## src/rtl/nmi_pkg.sv

```systemverilog
package nmi_pkg;
    localparam int NUM_SRC = 3;
    localparam int SRC_DLI = 0;
    localparam int SRC_VBL = 1;
    localparam int SRC_BTN = 2;

    typedef enum logic [1:0] {
        PG_IDLE = 2'd0,
        PG_LOW  = 2'd1,
        PG_GAP  = 2'd2
    } pg_state_e;
endpackage

```

## src/rtl/nmi_btn_sync.sv

```systemverilog
module nmi_btn_sync #(
    parameter int SYNC_STAGES = 2
) (
    input  logic clk,
    input  logic rst_n,
    input  logic btn_raw,
    output logic btn_evt
);
    localparam int NS = SYNC_STAGES + 1;

    typedef struct packed {
        logic [NS-1:0] sh;
    } bs_t;

    bs_t s_d, s_q;

    always_comb begin
        s_d = s_q;
        s_d.sh = {s_q.sh[NS-2:0], btn_raw};
    end

    always_ff @(posedge clk or negedge rst_n) begin
        if (!rst_n) s_q <= '0;
        else        s_q <= s_d;
    end

    assign btn_evt = s_q.sh[NS-2] & ~s_q.sh[NS-1];


    btn_single_chk: assert property (@(posedge clk) disable iff (!rst_n)
        btn_evt |=> !btn_evt);
endmodule

```

## src/rtl/nmi_pulse_gen.sv

```systemverilog
module nmi_pulse_gen
    import nmi_pkg::*;
#(
    parameter int PULSE_LEN = 2,
    parameter int GAP_LEN   = 2
) (
    input  logic               clk,
    input  logic               rst_n,
    input  logic [NUM_SRC-1:0] req,
    output logic               nmi_n
);
    localparam int MAXL = (PULSE_LEN > GAP_LEN) ? PULSE_LEN : GAP_LEN;
    localparam int CW   = (MAXL > 1) ? $clog2(MAXL) : 1;

    typedef struct packed {
        pg_state_e          state;
        logic [CW-1:0]      cnt;
        logic [NUM_SRC-1:0] pend;
    } pg_t;

    pg_t p_d, p_q;

    always_comb begin
        logic [NUM_SRC-1:0] all_pend;
        logic [NUM_SRC-1:0] grant;
        p_d      = p_q;
        all_pend = p_q.pend | req;
        grant    = all_pend & (~all_pend + NUM_SRC'(1));
        p_d.pend = all_pend;
        case (p_q.state)
            PG_IDLE: begin
                if (|all_pend) begin
                    p_d.pend  = all_pend & ~grant;
                    p_d.state = PG_LOW;
                    p_d.cnt   = '0;
                end
            end
            PG_LOW: begin
                if (p_q.cnt == CW'(PULSE_LEN - 1)) begin
                    p_d.state = PG_GAP;
                    p_d.cnt   = '0;
                end else begin
                    p_d.cnt = p_q.cnt + CW'(1);
                end
            end
            PG_GAP: begin
                if (p_q.cnt == CW'(GAP_LEN - 1)) begin
                    p_d.cnt = '0;
                    if (|all_pend) begin
                        p_d.pend  = all_pend & ~grant;
                        p_d.state = PG_LOW;
                    end else begin
                        p_d.state = PG_IDLE;
                    end
                end else begin
                    p_d.cnt = p_q.cnt + CW'(1);
                end
            end
            default: p_d.state = PG_IDLE;
        endcase
    end

    always_ff @(posedge clk or negedge rst_n) begin
        if (!rst_n) begin
            p_q.state <= PG_IDLE;
            p_q.cnt   <= '0;
            p_q.pend  <= '0;
        end else begin
            p_q <= p_d;
        end
    end

    assign nmi_n = (p_q.state != PG_LOW);

    generate
        if (PULSE_LEN >= 2) begin : g_low_chk

            low_len_chk: assert property (@(posedge clk) disable iff (!rst_n)
                $fell(nmi_n) |=> !nmi_n);
        end
        if (GAP_LEN >= 2) begin : g_gap_chk

            gap_len_chk: assert property (@(posedge clk) disable iff (!rst_n)
                $rose(nmi_n) |=> nmi_n);
        end
    endgenerate
endmodule

```

## src/rtl/nmi_combiner.sv

```systemverilog
module nmi_combiner
    import nmi_pkg::*;
#(
    parameter int PULSE_LEN   = 2,
    parameter int GAP_LEN     = 2,
    parameter int SYNC_STAGES = 2
) (
    input  logic       clk,
    input  logic       rst_n,
    input  logic       en_wr,
    input  logic [1:0] en_wdata,
    input  logic       clr_wr,
    input  logic       dli_evt,
    input  logic       vbl_evt,
    input  logic       btn_raw,
    output logic [7:0] status_rd,
    output logic       nmi_n
);
    typedef struct packed {
        logic [1:0]         en;
        logic [NUM_SRC-1:0] st;
    } rg_t;

    rg_t r_d, r_q;
    logic btn_evt;
    logic [NUM_SRC-1:0] evt;
    logic [NUM_SRC-1:0] req;

    nmi_btn_sync #(.SYNC_STAGES(SYNC_STAGES)) i_btn (
        .clk     (clk),
        .rst_n   (rst_n),
        .btn_raw (btn_raw),
        .btn_evt (btn_evt)
    );

    always_comb begin
        evt = '0;
        evt[SRC_DLI] = dli_evt;
        evt[SRC_VBL] = vbl_evt;
        evt[SRC_BTN] = btn_evt;
        req = evt;
        req[SRC_DLI] = dli_evt & r_q.en[1];
        req[SRC_VBL] = vbl_evt & r_q.en[0];
    end

    always_comb begin
        r_d = r_q;
        if (en_wr) r_d.en = en_wdata;
        r_d.st = (clr_wr ? '0 : r_q.st) | evt;
    end

    always_ff @(posedge clk or negedge rst_n) begin
        if (!rst_n) r_q <= '0;
        else        r_q <= r_d;
    end

    assign status_rd = {r_q.st[SRC_DLI], r_q.st[SRC_VBL], r_q.st[SRC_BTN], 5'b00000};

    nmi_pulse_gen #(.PULSE_LEN(PULSE_LEN), .GAP_LEN(GAP_LEN)) i_pulse (
        .clk   (clk),
        .rst_n (rst_n),
        .req   (req),
        .nmi_n (nmi_n)
    );


    dli_status_chk: assert property (@(posedge clk) disable iff (!rst_n)
        dli_evt |=> status_rd[7]);


    vbl_status_chk: assert property (@(posedge clk) disable iff (!rst_n)
        vbl_evt |=> status_rd[6]);


    clear_all_chk: assert property (@(posedge clk) disable iff (!rst_n)
        (clr_wr && !dli_evt && !vbl_evt && !btn_evt) |=> (status_rd == 8'h00));


    btn_status_chk: assert property (@(posedge clk) disable iff (!rst_n)
        btn_evt |=> status_rd[5]);
endmodule

```

## config.mk

```make
export PLATFORM = sky130hd
export DESIGN_NAME = nmi_combiner
export DESIGN_NICKNAME = d
export VERILOG_FILES = /design/src/rtl/nmi_pkg.sv /design/src/rtl/nmi_btn_sync.sv /design/src/rtl/nmi_pulse_gen.sv /design/src/rtl/nmi_combiner.sv
export SDC_FILE = /design/constraint.sdc
export NUM_CORES = 1
export LEC_CHECK = 0
export ABC_AREA = 1
export BUFFER_PORTS_ARGS = -buffer_cell sky130_fd_sc_hd__buf_2
export CORE_ASPECT_RATIO = 1.25
export CORE_UTILIZATION = 23
export DETAILED_ROUTE_END_ITERATION = 8
export PLACE_DENSITY = 0.38
export SETUP_SLACK_MARGIN = 0.02
export SLEW_MARGIN = 20
export SYNTH_ARGS = -nofsm -noshare
export SYNTH_HDL_FRONTEND = slang
export SYNTH_HIERARCHICAL = 1
export SYNTH_SLANG_ARGS = --single-unit
```

## constraint.sdc

```tcl
create_clock -name clk -period 2.5 [get_ports clk]
set_input_delay 0.375 -clock clk [delete_from_list [all_inputs] [get_ports clk]]
set_output_delay 0.375 -clock clk [all_outputs]
set_load 0.01 [all_outputs]
```

=== Word level (Yosys, flattened, before mapping) ===
Index checks and enable logic that the tools add are counted.

* Add/subtract/negate cells: 2
* Equal/unequal tests: 6
* Multiplexer cells: 11
* Bitwise gates (word level): 10
* Reduce and logical (&&, ||, !) cells: 6

{| class="wikitable"
|+ Operators with widths
! cell !! number
|-
| $mux W3 || 3
|-
| $ne A2 B1 Y1 const B || 4
|-
| $and A3 B3 Y3 || 2
|-
| $mux W6 || 1
|-
| $not A3 Y3 || 2
|-
| $or A3 B3 Y3 || 2
|-
| $pmux W2 S3 || 1
|-
| $pmux W3 S2 || 1
|-
| $mux W2 || 2
|-
| $add A3 B1 Y3 const B || 1
|-
| $and A1 B1 Y1 || 3
|-
| $reduce_and A3 Y1 || 1
|-
| $reduce_or A3 Y1 || 1
|-
| $eq A2 B1 Y1 const B || 1
|-
| $eq A2 B2 Y1 const B || 1
|-
| $logic_not A2 Y1 || 1
|-
| $mux W1 || 2
|-
| $pmux W1 S2 || 1
|-
| $reduce_and A2 Y1 || 1
|-
| $reduce_bool A2 Y1 || 1
|-
| $reduce_or A2 Y1 || 1
|-
| $add A1 B1 Y1 const B || 1
|-
| $not A1 Y1 || 1
|}

* Register bits: 14
* Logic and storage cells: 41

=== Depth between registers and ports, before layout ===
Gate-level depths: netlist (run 1).

* Depth after elaboration: 11
* Mapped depth: 8
* Depth with buffers taken out: 8

=== Modules after synthesis ===
The synthesis (run 1) kept the hierarchy.

{| class="wikitable"
|+ By module, submodules not included
! module !! instances !! cells each !! area each (um^2) !! seq. area each (um^2)
|-
| nmi_pulse_gen || 1 || 47 || 401.6 || 150.1
|-
| nmi_combiner || 1 || 35 || 267.8 || 125.1
|-
| nmi_btn_sync || 1 || 5 || 85.1 || 75.1
|}

=== Worst setup path before layout (run 1) ===
No wires, ideal clock.

* Path type: flip-flop to flip-flop
* Start: reg i_pulse/p_q[4] (netlist bit)
* End: reg i_pulse/p_q[1] (netlist bit)
* Setup time: 120 ps
* Arrival time: 1068 ps
* Path slack: 1312 ps
* Stages on the path, launching flop included: 8
* Period minus slack after synthesis: 1188 ps
* Path through: dfrtp_1 inv_1 ha_1 nor2_1 nor2_1 nand2_1 o21ai_0 inv_1

{| class="wikitable"
|+ RTL lines
! element !! RTL line !! source
|-
| from (decl) || nmi_pulse_gen.sv:21 || <nowiki>pg_t p_d, p_q;</nowiki>
|-
| from (signal assigned) || nmi_pulse_gen.sv:69 || <nowiki>p_q <= p_d;</nowiki>
|}

=== Final worst setup path (run 1) ===
* Start: reg i_pulse/p_q[5] (netlist bit)
* End: out nmi_n

* Word-level cells in the longest chain between the ends: 1

{| class="wikitable"
|+ Ends and longest elaborated chain
! element !! RTL line !! source
|-
| $ne A2 B1 Y1 || nmi_pulse_gen.sv:73 || <nowiki>assign nmi_n = (p_q.state != PG_LOW);</nowiki>
|-
| to (decl) || nmi_combiner.sv:17 || <nowiki>output logic nmi_n</nowiki>
|}

Every way passes these cells.

==> results of run 1 <==
-- metal layers --
metal | up-vias | routed length, um | track usage (%)
li1 | 271 | - | -
met1 | 230 | 514 | 7.95
met2 | 11 | 613 | 12.7
met3 | 2 | 70 | 4.83
met4 | 0 | 15 | 2.96
met5 | - | 0 | 0
-- how the worst min path moves through the flow --
stage / endpoint / slack [ps] / depth (start not counted)
finish: i_btn/s_q[0]$_DFF_PN0_ / 190 / 1
global route: i_btn/s_q[0]$_DFF_PN0_ / 170 / 1
CTS: i_btn/s_q[0]$_DFF_PN0_ / 180 / 1
detailed placement: status_rd[5]$_DFF_PN0_ / 300 / 1
global placement: status_rd[5]$_DFF_PN0_ / 300 / 1
floorplan: i_btn/s_q[0]$_DFF_PN0_ / 80 / 0
-- state kept, by name, indices dropped and copies added (netlist names) --
register	count
i_pulse/p_q	6
i_btn/s_q	3
status_rd	3
r_q	2
-- cell families after synthesis --
| logic type | after synthesis | share of synthesized area (%) |
|---|---|---|
| AND/OR/NAND/NOR | 41 | 27.4 |
| adder cells (fa/ha/maj) | 5 | 8.29 |
| other | 1 | 0.497 |
| buffers and inverters | 24 | 15.9 |
| AO/OA/AOI/OAI | 2 | 1.49 |
| flip-flops | 14 | 46.4 |
-- layout by cell type (no fill, tap or decap) --
cell type,count
sky130_fd_sc_hd__a31oi_1,1
sky130_fd_sc_hd__buf_2,12
sky130_fd_sc_hd__clkbuf_4,3
sky130_fd_sc_hd__clkbuf_8,1
sky130_fd_sc_hd__conb_1,5
sky130_fd_sc_hd__dfrtp_1,14
sky130_fd_sc_hd__dlygate4sd3_1,1
sky130_fd_sc_hd__ha_1,5
sky130_fd_sc_hd__inv_1,16
sky130_fd_sc_hd__nand2_1,23
sky130_fd_sc_hd__nand2_2,1
sky130_fd_sc_hd__nand3_1,4
sky130_fd_sc_hd__nand4_4,1
sky130_fd_sc_hd__nor2_1,7
sky130_fd_sc_hd__nor2_2,2
sky130_fd_sc_hd__nor2_4,3
sky130_fd_sc_hd__o21ai_0,1
-- synthesized netlist by cell type (all sizes together) --
| cell | instances |
|---|---|
| dfrtp | 14 |
| buf | 8 |
| conb | 1 |
| nand3 | 4 |
| a31oi | 1 |
| inv | 16 |
| nand4 | 1 |
| o21ai | 1 |
| ha | 5 |
| nand2 | 24 |
| nor2 | 12 |
-- worst max-delay path, delay by kind of cell (launching register included) --
| family | cells | cell delay, ps |
|---|---|---|
| fa+ha+maj | 1 | 180 |
| flops | 1 | 400 |
| buf+inv | 3 | 280 |
-- power by group through the flow --
stage	Combinational (mW)	Sequential, mW	Clock [mW]
after floorplan	0.271	0.329	0
after global placement	0.337	0.334	0
after detailed placement	0.332	0.337	0
after CTS	0.337	0.331	0.184
after global routing	0.378	0.337	0.193
final	0.327	0.331	0.169
-- layout make-up --
| class | instances | area (um2) |
|---|---|---|
| fillers | 344 | 2170 |
| multi-input cells | 53 | 299 |
| well taps | 36 | 45.0 |
| clock buffers | 4 | 36.3 |
| inverters | 16 | 60.1 |
| flip-flops and latches | 14 | 350 |
| repair buffers | 13 | 70.1 |
-- per-stage QoR --
stage | power (mW) | hold WS, ps | instance area (um2) | util (%)
finish | 0.827 | 192 | 861 | 28.4
global route | 0.909 | 173 | 861 | 28.4
CTS | 0.852 | 178 | 861 | 28.4
detailed placement | 0.669 | 302 | 815 | 26.9
global placement | 0.671 | 302 | 815 | 26.9
floorplan | 0.600 | 79.4 | 769 | -
==> parameters.txt, run 1 <==
Parameter                              Value

Clocking
  Clock edge transition at the registers on the reported setup and hold paths ... ~90 ps
  Clock latency reported for the late side of the worst-skew pair ... 280 ps
  Count of cells resized by post-cts repair ... 0
  Clock Tree Buf Depth ... 2
  Total number of H-tree levels ... 1
  Number of CTS-inserted buffers ... 3
  Post-CTS setup buffer count ... 0
  Clock Sink Count ... 14
  Clock root buffer ... sky130_fd_sc_hd__clkbuf_4
  CTS tree ... yes
  Cts-stage hold buffer count ... 1

Power and ir drop
  Power Dens Cells ... 961 nW/um2
  Power dissipated by switching net loads ... around 330 uW
  Share of total power in the clock network ... 20.4%
  Share of total power consumed by net switching ... between 30% and 40%
  Internal portion of total power ... 499 uW
  Combinational cell fraction of total power ... between 30% and 40%
  Pleak ... 0.488 nW
  Sequential fraction of design power ... 40.0%
  Max VDD drop ... 0.626 mV

Place
  Cell count after placement ... 131
  Number of port buffers ... 12
  HPWL after DPL ... 916 um
  Final GP Congestion ... 0.733
  Worst slack after detailed placement ... 1190 ps

Die
  Horizontal extent of the die ... 53.2 um
  Boundary Pins ... 18
  Initial Util ... 24.9%
  Die footprint ... between 3000 and 4000 um2
  Placeable Area ... 3030 um2
  Count of standard-cell rows ... 22
  Overall die height ... 66.0 um

Detailed routing
  Number of iterations in the first detailed-routing pass ... 2
  DRC viols ... 0
  Via-to-Cell Ratio ... 3.78
  Drt total wl ... approximately 1200 um
  DRT antenna net count ... 0
  Number of vias in the routed layout ... 514
  Number of DRC markers after the initial detailed-route iteration ... 1
  Wire length per cell after detailed routing ... 8.92 um

Logic synthesis
  Syn avg cell area ... 8.67 um2
  Synth area leader ... sky130_fd_sc_hd__dfrtp_1
  Share of the yosys chip area belonging to registers ... 46.4%
  Synthesis Warnings ... 6
  FF+latch count, synth ... 14
  Leading post-synthesis cells by cell area ... sky130_fd_sc_hd__dfrtp_1 46%, sky130_fd_sc_hd__nand2_1 11%, sky130_fd_sc_hd__ha_1 8.3%
  Area share of the largest cell type after synthesis ... 46.4%
  Post-synthesis cell type count ... 14
  Cell area after technology mapping ... 754 um2
  Post-synthesis instance total ... 87

STA
  Post-layout min period ... ~1500 ps
  Max Clock Skew ... 2.73 ps
  Number of failing setup endpoints in the final timing report ... 0
  Tcrit/Tclk final ... 60.9%
  Setup slack of the critical path after layout ... 978 ps
  Final max-slew violation count ... 0
  RSZ-0062 raised after global routing ... no
  Final Hold Violating Endpoints ... 0
  Peak clock frequency supported by timing ... 657 MHz
  Final sum of negative setup slack ... 0 ps

Cells and area
  Fraction of layout cells with a size suffix above 1 ... 23.0%
  Diode count ... 0
  Layout area overhead ... 14.1%
  Filler-free cell count of the finished design ... 136
  Post-layout net count ... 115

Global route
  Gr ovfl total ... 0
  Antenna violations before repair ... 0
  First-pass GRT wire length ... 1880 um
  Total GRT Usage ... under 10%
  Largest net degree at the start of global routing ... 15
  Vias in the first global route ... about 460

Setup path
  Termination of the worst setup path ... nmi_n
  Library cell contributing the largest single delay on the critical path ... sky130_fd_sc_hd__dfrtp_1
  Cell depth of the worst flop-to-flop path ... 7
  Most repeated library cell on the critical path ... sky130_fd_sc_hd__inv_1
  Worst EP required ... 2120 ps
  Series of cell instances along the critical path ... inv_1, ha_1, inv_1, buf_2
  Category of the critical setup timing path ... flop to output port
  Internal reg-to-reg setup slack ... between 1000 and 1500 ps
  Startpoint of the worst setup timing path ... i_pulse/p_q[5]$_DFFE_PN0P_
  Sort of element at the end of the critical path ... output port
  Startpoint Class ... flop
  Endpoint of the lowest-slack register-to-register path ... i_pulse/p_q[1]$_DFF_PN0_
  R2R Path Start ... i_pulse/p_q[4]$_DFFE_PN0P_
  Largest driver fanout on the critical path ... 4
  Critical Path AT ... 1150 ps
  Max stage delay on crit path ... 400 ps

Hold path
  Min-Delay Startpoint ... btn_raw
  Worst min-delay path class ... primary input to flop

Run
  Maximum capacitance violations ... 0

Outcome
  Outcome ... finished clean
Power figures use the tool's default switching activity.
==> inputs of run 2 (changes only) <==
==> constraint.sdc (replaced) <==
create_clock -name clk -period 1.51 [get_ports clk]
set_input_delay 0.2265 -clock clk [delete_from_list [all_inputs] [get_ports clk]]
set_output_delay 0.2265 -clock clk [all_outputs]
set_load 0.01 [all_outputs]
==> run 2 against run 1 <==
Net effect: flip-flop and latch count unchanged; setup slack lost 860 ps; worst hold slack lost 160 ps; via count increased by 1.2%; sequential power up 67%; cell count unchanged; sequential share of layout area unchanged; core utilization unchanged.
==> parameters.txt, run 2 (synthesis results as in run 1) <==
Parameter                              Value

Outcome
  Outcome ... finished clean

Clocking
  Number of CTS-inserted buffers ... 3 (unchanged)
  Clock root buffer ... sky130_fd_sc_hd__clkbuf_4
  CTS tree ... yes
  Clock Sink Count ... 14 (unchanged)
  Total number of H-tree levels ... 1 (unchanged)
  Clock Tree Buf Depth ... 2 (unchanged)
  Post-CTS setup buffer count ... 0 (unchanged)
  Clock latency reported for the late side of the worst-skew pair ... 290 ps (about the same)
  Clock edge transition at the registers on the reported setup and hold paths ... 90 ps (about the same)

STA
  Number of failing setup endpoints in the final timing report ... 0 (unchanged)
  Final Hold Violating Endpoints ... 0 (unchanged)
  Final max-slew violation count ... 0 (unchanged)
  Final sum of negative setup slack ... 0 ps (unchanged)
  Tcrit/Tclk final ... 91.9%
  Post-layout min period ... 1390 ps
  Max Clock Skew ... 6.19 ps (+3.45 ps)
  RSZ-0062 raised after global routing ... no
  Peak clock frequency supported by timing ... 721 MHz

Detailed routing
  Drt total wl ... 1250 um (+2.9%)
  Via-to-Cell Ratio ... 3.82 (+1.2%)
  Number of DRC markers after the initial detailed-route iteration ... 3 (+2)
  Number of iterations in the first detailed-routing pass ... 2 (unchanged)
  DRT antenna net count ... 0 (unchanged)
  Wire length per cell after detailed routing ... 9.18 um (+2.9%)
  Number of vias in the routed layout ... 520 (+1.2%)
  DRC viols ... 0 (unchanged)

Power and ir drop
  Max VDD drop ... 0.977 mV (+56%)
  Pleak ... 0.487 nW (about the same)
  Power Dens Cells ... 1610 nW/um2 (+67%)

Global route
  Gr ovfl total ... 0 (unchanged)
  Antenna violations before repair ... 0 (unchanged)
  Largest net degree at the start of global routing ... 15 (unchanged)
  First-pass GRT wire length ... 1980 um (+5.5%)
  Total GRT Usage ... 8.33% (+0.51 points)
  Vias in the first global route ... 479 (+3.9%)

Hold path
  Min-Delay Startpoint ... btn_raw
  Worst Hold Path Cells ... 1 (unchanged)
  Hold-critical path endpoint ... i_btn/s_q[0]$_DFF_PN0_
  Worst min-delay path class ... primary input to flop

Place
  Number of port buffers ... 12 (unchanged)
  Area of placed instances ... 815 um2 (unchanged)
  Final GP Congestion ... 0.733 (unchanged)
  HPWL after DPL ... 915 um (-0.20%)

Setup path
  Category of the critical setup timing path ... flop to output port
  Critical Path AT ... 1160 ps (about the same)
  R2R Path Start ... i_pulse/p_q[4]$_DFFE_PN0P_
  Largest driver fanout on the critical path ... 5 (+1)
  Internal reg-to-reg setup slack ... 170 ps (-1010 ps)
  Endpoint of the lowest-slack register-to-register path ... i_pulse/p_q[4]$_DFFE_PN0P_
  Max stage delay on crit path ... 450 ps (+50 ps)
  Category of cells accounting for the largest share of critical-path delay ... flip-flops
  Worst EP required ... 1280 ps (-840 ps)
  Series of cell instances along the critical path ... ha_1, inv_1, buf_2
  Cell depth of the worst flop-to-flop path ... 8 (+1)
  Startpoint Class ... flop
  Library cell contributing the largest single delay on the critical path ... sky130_fd_sc_hd__dfrtp_1
  Worst path buffer plus inverter count ... 2 (-1)
  Sort of element at the end of the critical path ... output port

Run
  Maximum capacitance violations ... 0 (unchanged)

Die
  Die footprint ... 3510 um2 (unchanged)
  Count of standard-cell rows ... 22 (unchanged)
  Boundary Pins ... 18 (unchanged)
  Placeable Area ... 3030 um2 (unchanged)
  Overall die height ... 66.0 um (unchanged)
  Initial Util ... 24.9% (unchanged)
  Horizontal extent of the die ... 53.2 um (unchanged)

Cells and area
  Max reg flops ... 6 (unchanged)
  Layout area overhead ... 14.1% (unchanged)
  Highest-count cells in the layout ignoring fill and taps ... 23 x sky130_fd_sc_hd__nand2_1, 15 x sky130_fd_sc_hd__inv_1, 14 x sky130_fd_sc_hd__dfrtp_1
  Total non-filler cell area in the finished layout ... 861 um2 (unchanged)
  Fraction of layout cells with a size suffix above 1 ... 24.0% (+1.0 points)
  Most common cell after layout, fill and taps aside ... sky130_fd_sc_hd__nand2_1
  Largest register by flop count ... i_pulse/p_q
  Diode count ... 0 (unchanged)
  Post-layout net count ... 115 (unchanged)
run 2: changes by cell type in the layout (fill, tap and decap cells not counted):
| cell | before | now |
|---|---|---|
| sky130_fd_sc_hd__inv_1 | 16 | 15 |
| sky130_fd_sc_hd__inv_2 | 0 | 1 |
run 2: area by class of cell:
| class | count | area [um2] |
|---|---|---|
| clock buffers | 4 | 36.3 |
| fillers | 342 | 2170 |
| inverters | 16 | 60.1 |
| multi-input cells | 53 | 299 |
| flip-flops and latches | 14 | 350 |
| well taps | 36 | 45.0 |
| repair buffers | 13 | 70.1 |
run 2: worst max path at each step:
stage                                           from  cells past startpoint  slack (ps)                          to
after floorplan           i_pulse/p_q[4]$_DFFE_PN0P_                      7         320    i_pulse/p_q[1]$_DFF_PN0_
after global placement    i_pulse/p_q[4]$_DFFE_PN0P_                      8         220  i_pulse/p_q[4]$_DFFE_PN0P_
after detailed placement  i_pulse/p_q[5]$_DFFE_PN0P_                      7         200    i_pulse/p_q[1]$_DFF_PN0_
after CTS                 i_pulse/p_q[5]$_DFFE_PN0P_                      4          80                       nmi_n
after global routing      i_pulse/p_q[4]$_DFFE_PN0P_                      8          20    i_pulse/p_q[1]$_DFF_PN0_
final                     i_pulse/p_q[4]$_DFFE_PN0P_                      3         120                       nmi_n
run 2: timing repair:
item,4_1_cts,5_1_grt
endpoints found under the hold margin,14,0
resized for setup,0,1
setup endpoints to repair,0,1
hold buffers,1,0
run 2: metrics by stage:
stage | worst slack (ps) | total power [mW] | cells | hold WS (ps) | utilization [%]
after global placement | 224 | 1.11 | 131 | 153 | 26.9
after global routing | 20.0 | 1.51 | 136 | 19.6 | 28.4
after CTS | 84.5 | 1.42 | 136 | 22.6 | 28.4
after floorplan | 322 | 0.994 | 91 | -69.1 | -
after detailed placement | 200 | 1.11 | 131 | 152 | 26.9
final | 122 | 1.38 | 136 | 35.0 | 28.4
run 2: report_power, final:
group,leakage [nW],switching (mW),internal (mW)
Sequential,0.168,0.0846,0.469
Combinational,0.298,0.335,0.211
Clock,0.0210,0.137,0.147
run 2: worst reg2reg max path: stages (launching register included):
cell	delay [ps]
sky130_fd_sc_hd__dfrtp_1	440
sky130_fd_sc_hd__inv_1	90
sky130_fd_sc_hd__ha_1	220
sky130_fd_sc_hd__inv_1	60
sky130_fd_sc_hd__nor2_1	50
sky130_fd_sc_hd__nor2_2	180
sky130_fd_sc_hd__nand2_2	80
sky130_fd_sc_hd__nand2_1	60
sky130_fd_sc_hd__nand2_1	50
run 2: metal layers:
metal | GRT usage [%] | wire [um] | vias to the layer above
li1 | - | - | 270
met1 | 8.09 | 523 | 234
met2 | 13.8 | 636 | 11
met3 | 4.83 | 70 | 5
met4 | 3.95 | 18 | 0
met5 | 0 | 0 | -
